$ cat src/rtl/pds_pkg.sv
// Package: shared constants for the power domain sequencer.
// Assumes a 32-bit register bus and 128-byte per-domain windows.
package pds_pkg;
    localparam int DATA_W   = 32;
    localparam int WIN_BITS = 7;

    localparam logic [WIN_BITS-1:0] OFS_SW_DLY  = 7'h14;
    localparam logic [WIN_BITS-1:0] OFS_OFF_DLY = 7'h18;
    localparam logic [WIN_BITS-1:0] OFS_ON_DLY  = 7'h1C;
    localparam logic [WIN_BITS-1:0] OFS_CMD     = 7'h20;
    localparam logic [WIN_BITS-1:0] OFS_STAT    = 7'h24;
    localparam logic [WIN_BITS-1:0] OFS_GATE    = 7'h30;
    localparam logic [WIN_BITS-1:0] OFS_PSW     = 7'h34;

    localparam logic [1:0] ST_ON  = 2'd1;
    localparam logic [1:0] ST_OFF = 2'd2;

    localparam int STAT_DONE_BIT  = 1;
    localparam int STAT_BUSY_BIT  = 3;
    localparam int STAT_STATE_LSB = 16;

    typedef enum logic [2:0] {
        SQ_IDLE,
        SQ_ON_SWWAIT,
        SQ_ON_CLK,
        SQ_ON_WAIT,
        SQ_OFF_CLK,
        SQ_OFF_ISO,
        SQ_OFF_WAIT
    } seq_e;
endpackage

$ cat src/rtl/pds_regs.sv
// Module: per-domain register window. Holds the delay words, decodes
// command and status writes into pulses, and muxes read data.
// Assumes sel is already qualified by the window index; reads are
// combinational and return zero when not selected.
module pds_regs
    import pds_pkg::*;
#(
    parameter int DLY_W       = 8,
    parameter int SW_DLY_RST  = 4,
    parameter int OFF_DLY_RST = 3,
    parameter int ON_DLY_RST  = 2
) (
    input  logic                clk,
    input  logic                rst_n,
    input  logic                sel,
    input  logic                wr_en,
    input  logic [WIN_BITS-1:0] ofs,
    input  logic [DATA_W-1:0]   wdata,
    input  logic                busy,
    input  logic                done,
    input  logic [1:0]          cur_state,
    input  logic                lvl_rst_n,
    input  logic                lvl_clk_en,
    input  logic                lvl_iso,
    input  logic                lvl_psw,
    output logic [DATA_W-1:0]   rdata,
    output logic [DLY_W-1:0]    sw_dly,
    output logic [DLY_W-1:0]    off_dly,
    output logic [DLY_W-1:0]    on_dly,
    output logic                req_on,
    output logic                req_off,
    output logic                done_clr
);
    logic wr_sel;

    // Qualified write strobe for this window.
    assign wr_sel = sel && wr_en;

    // Command and completion-clear pulses; only the two legal encodings count.
    always_comb begin
        req_on   = wr_sel && (ofs == OFS_CMD) && (wdata == DATA_W'(ST_ON));
        req_off  = wr_sel && (ofs == OFS_CMD) && (wdata == DATA_W'(ST_OFF));
        done_clr = wr_sel && (ofs == OFS_STAT) && wdata[STAT_DONE_BIT];
    end

    // Delay word storage with nonzero reset defaults.
    always_ff @(posedge clk) begin
        if (!rst_n) begin
            sw_dly  <= DLY_W'(SW_DLY_RST);
            off_dly <= DLY_W'(OFF_DLY_RST);
            on_dly  <= DLY_W'(ON_DLY_RST);
        end else if (wr_sel) begin
            if (ofs == OFS_SW_DLY)  sw_dly  <= wdata[DLY_W-1:0];
            if (ofs == OFS_OFF_DLY) off_dly <= wdata[DLY_W-1:0];
            if (ofs == OFS_ON_DLY)  on_dly  <= wdata[DLY_W-1:0];
        end
    end

    // Read multiplexer by offset.
    always_comb begin
        rdata = '0;
        if (sel) begin
            case (ofs)
                OFS_SW_DLY:  rdata = DATA_W'(sw_dly);
                OFS_OFF_DLY: rdata = DATA_W'(off_dly);
                OFS_ON_DLY:  rdata = DATA_W'(on_dly);
                OFS_STAT: begin
                    rdata[STAT_DONE_BIT] = done;
                    rdata[STAT_BUSY_BIT] = busy;
                    rdata[STAT_STATE_LSB +: 2] = cur_state;
                end
                OFS_GATE: rdata[2:0] = {lvl_iso, lvl_clk_en, lvl_rst_n};
                OFS_PSW:  rdata[0] = lvl_psw;
                default:  rdata = '0;
            endcase
        end
    end

    // Same-cycle command pulses must be mutually exclusive (R7 decode).
    assert_req_excl_R7: assert property (@(posedge clk) disable iff (!rst_n)
        !(req_on && req_off));
endmodule

$ cat src/rtl/pds_seq.sv
// Module: one domain's power sequencer. Accepts on/off requests when
// idle, steps the control levels in order with counted waits, and keeps
// the sticky completion flag. Assumes single-cycle request pulses.
module pds_seq
    import pds_pkg::*;
#(
    parameter int DLY_W = 8
) (
    input  logic             clk,
    input  logic             rst_n,
    input  logic             req_on,
    input  logic             req_off,
    input  logic             done_clr,
    input  logic [DLY_W-1:0] sw_dly,
    input  logic [DLY_W-1:0] on_dly,
    input  logic [DLY_W-1:0] off_dly,
    output logic             busy,
    output logic             done,
    output logic [1:0]       cur_state,
    output logic             dom_rst_n,
    output logic             dom_clk_en,
    output logic             dom_iso,
    output logic             dom_psw
);
    seq_e             state;
    logic [DLY_W-1:0] cnt;
    logic             cnt_end;

    // Wait ends when the count is at one or below (zero behaves as one).
    assign cnt_end = (cnt <= DLY_W'(1));

    // Sequencer state, control levels and completion flag.
    always_ff @(posedge clk) begin
        if (!rst_n) begin
            state      <= SQ_IDLE;
            cnt        <= '0;
            busy       <= 1'b0;
            done       <= 1'b0;
            cur_state  <= ST_OFF;
            dom_rst_n  <= 1'b0;
            dom_clk_en <= 1'b0;
            dom_iso    <= 1'b1;
            dom_psw    <= 1'b0;
        end else begin
            if (done_clr) done <= 1'b0;
            case (state)
                SQ_IDLE: begin
                    if (req_on) begin
                        if (cur_state == ST_ON) begin
                            done <= 1'b1;
                        end else begin
                            dom_psw <= 1'b1;
                            cnt     <= sw_dly;
                            busy    <= 1'b1;
                            state   <= SQ_ON_SWWAIT;
                        end
                    end else if (req_off) begin
                        if (cur_state == ST_OFF) begin
                            done <= 1'b1;
                        end else begin
                            dom_rst_n <= 1'b0;
                            busy      <= 1'b1;
                            state     <= SQ_OFF_CLK;
                        end
                    end
                end
                SQ_ON_SWWAIT: begin
                    if (cnt_end) begin
                        dom_iso <= 1'b0;
                        state   <= SQ_ON_CLK;
                    end else begin
                        cnt <= cnt - 1'b1;
                    end
                end
                SQ_ON_CLK: begin
                    dom_clk_en <= 1'b1;
                    cnt        <= on_dly;
                    state      <= SQ_ON_WAIT;
                end
                SQ_ON_WAIT: begin
                    if (cnt_end) begin
                        dom_rst_n <= 1'b1;
                        busy      <= 1'b0;
                        done      <= 1'b1;
                        cur_state <= ST_ON;
                        state     <= SQ_IDLE;
                    end else begin
                        cnt <= cnt - 1'b1;
                    end
                end
                SQ_OFF_CLK: begin
                    dom_clk_en <= 1'b0;
                    state      <= SQ_OFF_ISO;
                end
                SQ_OFF_ISO: begin
                    dom_iso <= 1'b1;
                    cnt     <= off_dly;
                    state   <= SQ_OFF_WAIT;
                end
                SQ_OFF_WAIT: begin
                    if (cnt_end) begin
                        dom_psw   <= 1'b0;
                        busy      <= 1'b0;
                        done      <= 1'b1;
                        cur_state <= ST_OFF;
                        state     <= SQ_IDLE;
                    end else begin
                        cnt <= cnt - 1'b1;
                    end
                end
                default: state <= SQ_IDLE;
            endcase
        end
    end

    assert_busy_fall_done_R5: assert property (@(posedge clk) disable iff (!rst_n)
        $fell(busy) |-> done);
    assert_state_legal_R5: assert property (@(posedge clk) disable iff (!rst_n)
        (cur_state == ST_ON) || (cur_state == ST_OFF));
    assert_rst_release_order_R3: assert property (@(posedge clk) disable iff (!rst_n)
        $rose(dom_rst_n) |-> (dom_clk_en && !dom_iso && dom_psw));
    assert_clk_enable_order_R3: assert property (@(posedge clk) disable iff (!rst_n)
        $rose(dom_clk_en) |-> (dom_psw && !dom_iso && !dom_rst_n));
    assert_switch_open_order_R4: assert property (@(posedge clk) disable iff (!rst_n)
        $fell(dom_psw) |-> (!dom_rst_n && !dom_clk_en && dom_iso));
    assert_same_state_R6: assert property (@(posedge clk) disable iff (!rst_n)
        (!busy && req_on && (cur_state == ST_ON)) |=> (!busy && done));
    assert_busy_ignore_R7: assert property (@(posedge clk) disable iff (!rst_n)
        (busy && (req_on || req_off)) |=> (busy || done));
endmodule

$ cat src/rtl/pds_ctrl.sv
// Module: top of the power domain sequencing controller. Splits the byte
// address into a window index and an offset, instantiates one register
// window and one sequencer per domain, and ORs the read data.
// Assumes ADDR_W > 7 and NUM_DOM <= 2**(ADDR_W-7).
module pds_ctrl
    import pds_pkg::*;
#(
    parameter int NUM_DOM     = 3,
    parameter int ADDR_W      = 10,
    parameter int DLY_W       = 8,
    parameter int SW_DLY_RST  = 4,
    parameter int OFF_DLY_RST = 3,
    parameter int ON_DLY_RST  = 2
) (
    input  logic               clk,
    input  logic               rst_n,
    input  logic [ADDR_W-1:0]  bus_addr,
    input  logic               bus_we,
    input  logic [31:0]        bus_wdata,
    output logic [31:0]        bus_rdata,
    output logic [NUM_DOM-1:0] dom_rst_n,
    output logic [NUM_DOM-1:0] dom_clk_en,
    output logic [NUM_DOM-1:0] dom_iso,
    output logic [NUM_DOM-1:0] dom_psw_on
);
    localparam int IDX_W = ADDR_W - WIN_BITS;

    logic [IDX_W-1:0]    win_idx;
    logic [WIN_BITS-1:0] win_ofs;
    logic [DATA_W-1:0]   rd_vec [NUM_DOM];

    // Address split into window index and in-window offset.
    assign win_idx = bus_addr[ADDR_W-1:WIN_BITS];
    assign win_ofs = bus_addr[WIN_BITS-1:0];

    for (genvar g = 0; g < NUM_DOM; g++) begin : g_dom
        logic             sel;
        logic [DLY_W-1:0] sw_dly, off_dly, on_dly;
        logic             req_on, req_off, done_clr;
        logic             busy, done;
        logic [1:0]       cur_state;

        assign sel = (win_idx == IDX_W'(g));

        pds_regs #(
            .DLY_W(DLY_W), .SW_DLY_RST(SW_DLY_RST),
            .OFF_DLY_RST(OFF_DLY_RST), .ON_DLY_RST(ON_DLY_RST)
        ) u_regs (
            .clk(clk), .rst_n(rst_n), .sel(sel), .wr_en(bus_we),
            .ofs(win_ofs), .wdata(bus_wdata),
            .busy(busy), .done(done), .cur_state(cur_state),
            .lvl_rst_n(dom_rst_n[g]), .lvl_clk_en(dom_clk_en[g]),
            .lvl_iso(dom_iso[g]), .lvl_psw(dom_psw_on[g]),
            .rdata(rd_vec[g]), .sw_dly(sw_dly), .off_dly(off_dly),
            .on_dly(on_dly), .req_on(req_on), .req_off(req_off),
            .done_clr(done_clr)
        );

        pds_seq #(.DLY_W(DLY_W)) u_seq (
            .clk(clk), .rst_n(rst_n), .req_on(req_on), .req_off(req_off),
            .done_clr(done_clr), .sw_dly(sw_dly), .on_dly(on_dly),
            .off_dly(off_dly), .busy(busy), .done(done),
            .cur_state(cur_state), .dom_rst_n(dom_rst_n[g]),
            .dom_clk_en(dom_clk_en[g]), .dom_iso(dom_iso[g]),
            .dom_psw(dom_psw_on[g])
        );
    end

    // Combine per-window read data; unselected windows return zero.
    always_comb begin
        bus_rdata = '0;
        for (int i = 0; i < NUM_DOM; i++) bus_rdata = bus_rdata | rd_vec[i];
    end
endmodule

$ cat config.mk
export PLATFORM = sky130hd
export DESIGN_NAME = pds_ctrl
export DESIGN_NICKNAME = d
export VERILOG_FILES = /design/src/rtl/pds_pkg.sv /design/src/rtl/pds_regs.sv /design/src/rtl/pds_seq.sv /design/src/rtl/pds_ctrl.sv
export SDC_FILE = /design/constraint.sdc
export NUM_CORES = 1
export LEC_CHECK = 0
export BUFFER_PORTS_ARGS = -buffer_cell sky130_fd_sc_hd__buf_2
export CORE_UTILIZATION = 55
export CTS_CLUSTER_SIZE = 40
export DETAILED_ROUTE_END_ITERATION = 12
export PLACE_DENSITY = 0.79
export SLEW_MARGIN = 0
export SYNTH_ARGS = -nofsm -noshare
export SYNTH_HDL_FRONTEND = slang
export SYNTH_SLANG_ARGS = --single-unit
$ cat constraint.sdc
create_clock -name clk -period 8.4 [get_ports clk]
set_clock_uncertainty 0.15 [all_clocks]
set_input_delay 1.68 -clock clk [delete_from_list [all_inputs] [get_ports clk]]
set_output_delay 1.68 -clock clk [all_outputs]
set_load 0.03 [all_outputs]
## After elaboration in Yosys (flattened, before gate mapping)

Index checks and enable logic that the tools add are counted.

| word-level totals | value |
|---|---|
| output and inout port bits | 44 |
| bits of input ports | 45 |
| register bits after elaboration | 129 |
| word-level logic and storage cells | 326 |

| operators by class | value |
|---|---|
| reduce and logical (&&, ||, !) cells | 79 |
| eq/ne operators | 74 |
| mux-type cells | 129 |
| add/sub/neg operators | 3 |
| bitwise logic cells | 2 |
| order comparisons | 3 |

Operators with widths:

| kind | count |
|---|---|
| $pmux W8 S4 | 3 |
| $mux W8 | 9 |
| $or A32 B32 Y32 | 2 |
| $mux W18 | 3 |
| $mux W3 | 18 |
| $pmux W3 S6 | 3 |
| $mux W1 | 48 |
| $reduce_and A5 Y1 | 9 |
| $ne A2 B2 Y1 const B | 18 |
| $pmux W1 S2 | 18 |
| $pmux W4 S3 | 3 |
| $reduce_bool A2 Y1 | 18 |
| $eq A32 B1 Y1 const B | 1 |
| $eq A32 B2 Y1 const B | 1 |
| $pmux W1 S5 | 6 |
| $eq A7 B6 Y1 const B | 4 |
| $eq A3 B3 Y1 const B | 9 |
| $ne A3 B3 Y1 const B | 9 |
| $le A8 B1 Y1 const B | 3 |
| $ne A2 B1 Y1 const B | 12 |
| $pmux W1 S4 | 6 |
| $reduce_and A2 Y1 | 12 |
| $reduce_and A4 Y1 | 6 |
| $sub A8 B1 Y8 const B | 3 |
| 13 further kinds | 66 |

## Longest topological paths before layout

| logic depth | value |
|---|---|
| word-level depth | 9 |
| gate-level depth with buffers | 9 |
| mapped depth without buffers | 8 |

## By module

From an unflattened synthesis, not the netlist that was laid out.

| unflattened totals | value |
|---|---|
| cells, all modules | 1153 |
| area total of the unflattened synthesis | 9355.2 µm² |

Modules (own cells, without submodules):

| module | cells an instance | instances | area each (µm²) | seq. area each (µm²) |
|---|---|---|---|---|
| pds_seq | 187 | 3 | 1443.9 | 380.4 |
| pds_regs (g_dom[0].u_regs ...) | 179 | 2 | 1579.0 | 480.5 |
| pds_regs (g_dom[2].u_regs) | 199 | 1 | 1645.3 | 480.5 |
| pds_ctrl | 35 | 1 | 220.2 | 0.0 |

## Worst setup path after synthesis

No wires, ideal clock.

| timing | value |
|---|---|
| path type | input-to-output |
| start | input bus_addr[6] |
| end | output bus_rdata[0] |
| path slack | 2874 ps |
| arrival | 3696 ps |
| buffers on the path | 1 |
| stages | 7 |
| required time | 6570 ps |
| path through | nor4_2 > and2_0 > and3_1 > clkbuf_1 > a221o_1 > a21oi_1 > o32ai_1 |

| on the way | value |
|---|---|
| cells in the longest elaborated chain, start to end | 5 |
| elaborated cells between the ends (all ways) | 13 |
| classes of those cells | 5 x eq/ne; 6 x mux; 2 x bitwise |

Ends and longest elaborated chain:

| element | line | text |
|---|---|---|
| from (decl) | pds_ctrl.sv:17 | `input logic [ADDR_W-1:0] bus_addr,` |
| $eq A7 B6 Y1 or $eq A7 B5 Y1 (tied branches) | pds_regs.sv:63 | `case (ofs)` |
| $pmux W1 S5 | pds_regs.sv:63 |  |
| $mux W18 | pds_regs.sv:62 | `if (sel) begin` |
| $or A32 B32 Y32 | pds_ctrl.sv:72 | `for (int i = 0; i < NUM_DOM; i++) bus_rdata = bus_rdata \| rd_vec[i];` |
| $or A32 B32 Y32 (*) | pds_ctrl.sv:72 |  |
| to (decl) | pds_ctrl.sv:20 | `output logic [31:0] bus_rdata,` |

Every way passes the cells marked *; elsewhere a longest branch is shown, timed or not.

## Worst setup path after layout

Ends and elaborated chain as after synthesis.

==> qor.yml <==
port_buffers: 66
cts-root-buf: "clkbuf_16"
fin_area_sq_um: 8600
slowest_stage: "o32ai_1"
nets: 1107
ys_seq_area_share_pct: 32.9
drv_slew: 0
cts_sinks: 129
setup-violations-final: 0
grt_max_degree: 57
period_minus_slack_ps: 5810
hold_violations: 0
synth_edf_count: 0
required_ps: 6570
globalplace.congestion: 0.961
grt_pass1_wl_microns: 40300
syn-instance-count: 1045
finalSetupTns_ps: 0
cts_made_buffers: 17
crit_path_start: "bus_addr[6]"
overflow: 0
setup.worst_path.end_class: "output pin"
avgViaCountPerCell: 6.59
timing.fmax_ghz: 0.172
core-area_sq_um: 13900
dr.pass1.iters: 5
dieHeight_microns: 121
vias: 8223
crit_top_cell: "buf_2"
grt_pass1_vias: 7126
dp_hpwl_microns: 17900
clk_path_buf_depth: 2
leakage_nw: 3.29
routed_wl_microns: 25600
fp-row-count: 43
cp_cell_sequence: "buf_2 > nor4_2 > and2_0 > and3_1 > a221o_1 > a21oi_1 > o32ai_1 > buf_2"
io_pins: 89
synthDistinctLibCells: 78
dieWidth_microns: 121
worstHoldStart: "g_dom[2].u_seq.cnt[5]$_SDFFE_PN0P_"
clk_pin_slew_worst_paths_ps: 60
timing.final.crit_share_pct: 69.2
start_util_pct: 56.5
path_buf_inv: 2
max_slew.worst_pin.slew_ps: 962
area_growth_pct: 9.60
slowest_delay_ps: 470
htreeDepth: 4
outcome: "complete, no violations"
worst_ir_drop_vdd_v: 0.000157
cts_tree: "built"
synth_seq_cells: 129
synthFlopType: "dfxtp_1"
cap_violations: 0
cts_resized: 0
arrival_ps: 3980
placed_area_sq_um: 8030
avgRoutedWirePerCell_microns: 20.5
relSlewSlack_pct: 35.8
reg2reg_from: "g_dom[0].u_seq.state[2]$_SDFFE_PN0P_"
layout-drive-gt1-share_pct: 13.2
post-cts-setup-buffer-count: 0
syn_area_sq_um: 7840
n_antenna_cell: 0
holdBufCountCts: 0
start_kind: "input port"
power_density_nw_per_um2: 185
crit_path_max_fanout: 6
dieArea_sq_um: 14700
rsz0062_at_grt: "no"
drc: 0
yosysWarnings: 0
antenna_found_initial: 1
first_iter_violations: 1122
critPathTopFamily: "simple AND/OR/NAND/NOR gates"
clk_latency_ps: 440
synthArstFlopShare_pct: 0
setup.worst_path.class: "input port to output pin"
hp-class: "flop to flop"
syn_area_per_cell_sq_um: 7.50
grt_usage_pct: 36.0
ant_nets: 0
-- cell usage after synthesis, types with 4 or more instances --
cell / instances / area share (%)
a221oi_1: 6 / 0.67
inv_1: 19 / 0.91
xor2_1: 6 / 0.67
o31ai_1: 9 / 0.86
buf_4: 34 / 3.3
nor2_1: 92 / 4.4
nor3_1: 22 / 1.4
or3_1: 9 / 0.72
o221a_2: 5 / 0.72
nand2b_1: 12 / 0.96
a22o_1: 6 / 0.67
dfxtp_1: 129 / 33
or2_2: 6 / 0.48
nand4_1: 4 / 0.32
xnor2_1: 5 / 0.56
a211oi_1: 14 / 1.3
a22oi_1: 11 / 1.1
a31oi_1: 14 / 1.1
a32oi_1: 4 / 0.45
nand3_1: 61 / 3.9
a21oi_1: 106 / 6.8
nand2_1: 153 / 7.3
and2_1: 4 / 0.32
buf_2: 5 / 0.32
nor4_1: 11 / 0.88
mux2_2: 7 / 1.0
clkbuf_1: 65 / 3.1
o21ai_0: 57 / 3.6
o211ai_1: 11 / 1.1
mux2i_1: 38 / 4.8
nor2b_1: 10 / 0.80
o221ai_1: 11 / 1.2
ha_1: 6 / 0.96
o21a_1: 8 / 0.77
o22ai_1: 14 / 1.1
nand3b_1: 4 / 0.38
nor3b_1: 4 / 0.38
-- tightest hold or removal path: cells and delay by family, from the launching register on --
kind | cells | cell delay [ps]
compound gates | 1 | 50
flops | 1 | 310
simple gates | 1 | 50
-- metrics by stage --
step	std cells	util (%)	power (mW)	hold slack [ps]	setup WS, ps
global route	1248	61.9	1.64	329	2480
detailed placement	1217	57.8	0.870	312	2700
finish	1248	61.9	1.59	319	2590
CTS	1248	61.9	1.59	321	2710
floorplan	1066	-	0.827	286	2870
global placement	1217	57.8	0.869	304	2730
-- path summary, 6_finish.rpt --
check,end,slack (ps),depth (start not counted)
worst max-delay path,bus_rdata[0],2590,8
worst min-delay path,g_dom[2].u_seq.cnt[5]$_SDFFE_PN0P_,320,2
worst max register to register,g_dom[0].u_seq.cnt[1]$_SDFFE_PN0P_,5120,6
worst min register to register,g_dom[2].u_seq.cnt[5]$_SDFFE_PN0P_,320,2
-- state kept, by name, summed over array words and instances, names as in the netlist --
| register | flops |
|---|---|
| g_dom.u_regs.off_dly | 24 |
| g_dom.u_regs.on_dly | 24 |
| g_dom.u_regs.sw_dly | 24 |
| g_dom.u_seq.cnt | 24 |
| g_dom.u_seq.state | 9 |
| g_dom.u_seq.cur_state | 6 |
| g_dom.u_seq.busy | 3 |
| g_dom.u_seq.dom_clk_en | 3 |
| g_dom.u_seq.dom_iso | 3 |
| g_dom.u_seq.dom_psw | 3 |
| g_dom.u_seq.dom_rst_n | 3 |
| g_dom.u_seq.done | 3 |
-- where the power goes --
group / total [mW] / internal (mW) / leakage (nW) / switching [mW]
combinational: 0.216 / 0.0734 / 1.97 / 0.143
clock: 0.723 / 0.451 / 0.279 / 0.272
sequential: 0.650 / 0.625 / 1.04 / 0.0248
-- cells by family after synthesis --
kind of cell	Yosys count	synth area share (%)
AND/OR/NAND/NOR	413	25.2
AO/OA/AOI/OAI	312	25.9
flip-flops	129	32.9
buffers and inverters	128	7.93
multiplexers	45	5.86
XOR/XNOR	11	1.23
adder cells (fa/ha/maj)	6	0.957
other	1	0.0478
-- cells in the final DEF (no fill, tap or decap), types with 14 or more instances in the layout --
| cell | synthesis | final |
|---|---|---|
| nand2_1 | 153 | 153 |
| dfxtp_1 | 129 | 129 |
| a21oi_1 | 106 | 106 |
| nor2_1 | 92 | 92 |
| buf_2 | 5 | 66 |
| nand3_1 | 61 | 61 |
| o21ai_0 | 57 | 57 |
| mux2i_1 | 38 | 38 |
| conb_1 | 1 | 22 |
| nor3_1 | 22 | 21 |
| inv_1 | 19 | 19 |
| clkbuf_16 | 0 | 17 |
| o22ai_1 | 14 | 14 |
| a211oi_1 | 14 | 14 |
| a31oi_1 | 14 | 14 |
-- cell type report --
| class | instances | area (sq um) |
|---|---|---|
| Fill cell | 1256 | 5290 |
| Tap cell | 180 | 225 |
| Clock buffer | 27 | 523 |
| Timing Repair Buffer | 77 | 413 |
| Clock inverter | 4 | 47.5 |
| Inverter | 22 | 82.6 |
| Sequential cell | 129 | 2580 |
| Multi-Input combinational cell | 809 | 4720 |
-- routing by layer --
metal	track usage (%)	up-vias	part of all wire [%]
li1	-	3788	-
met1	51.1	3817	42
met2	53.8	551	44
met3	6.25	65	11
met4	13.7	2	3.1
met5	0	-	0.051
No activity file was read; power rests on OpenSTA's default activity.
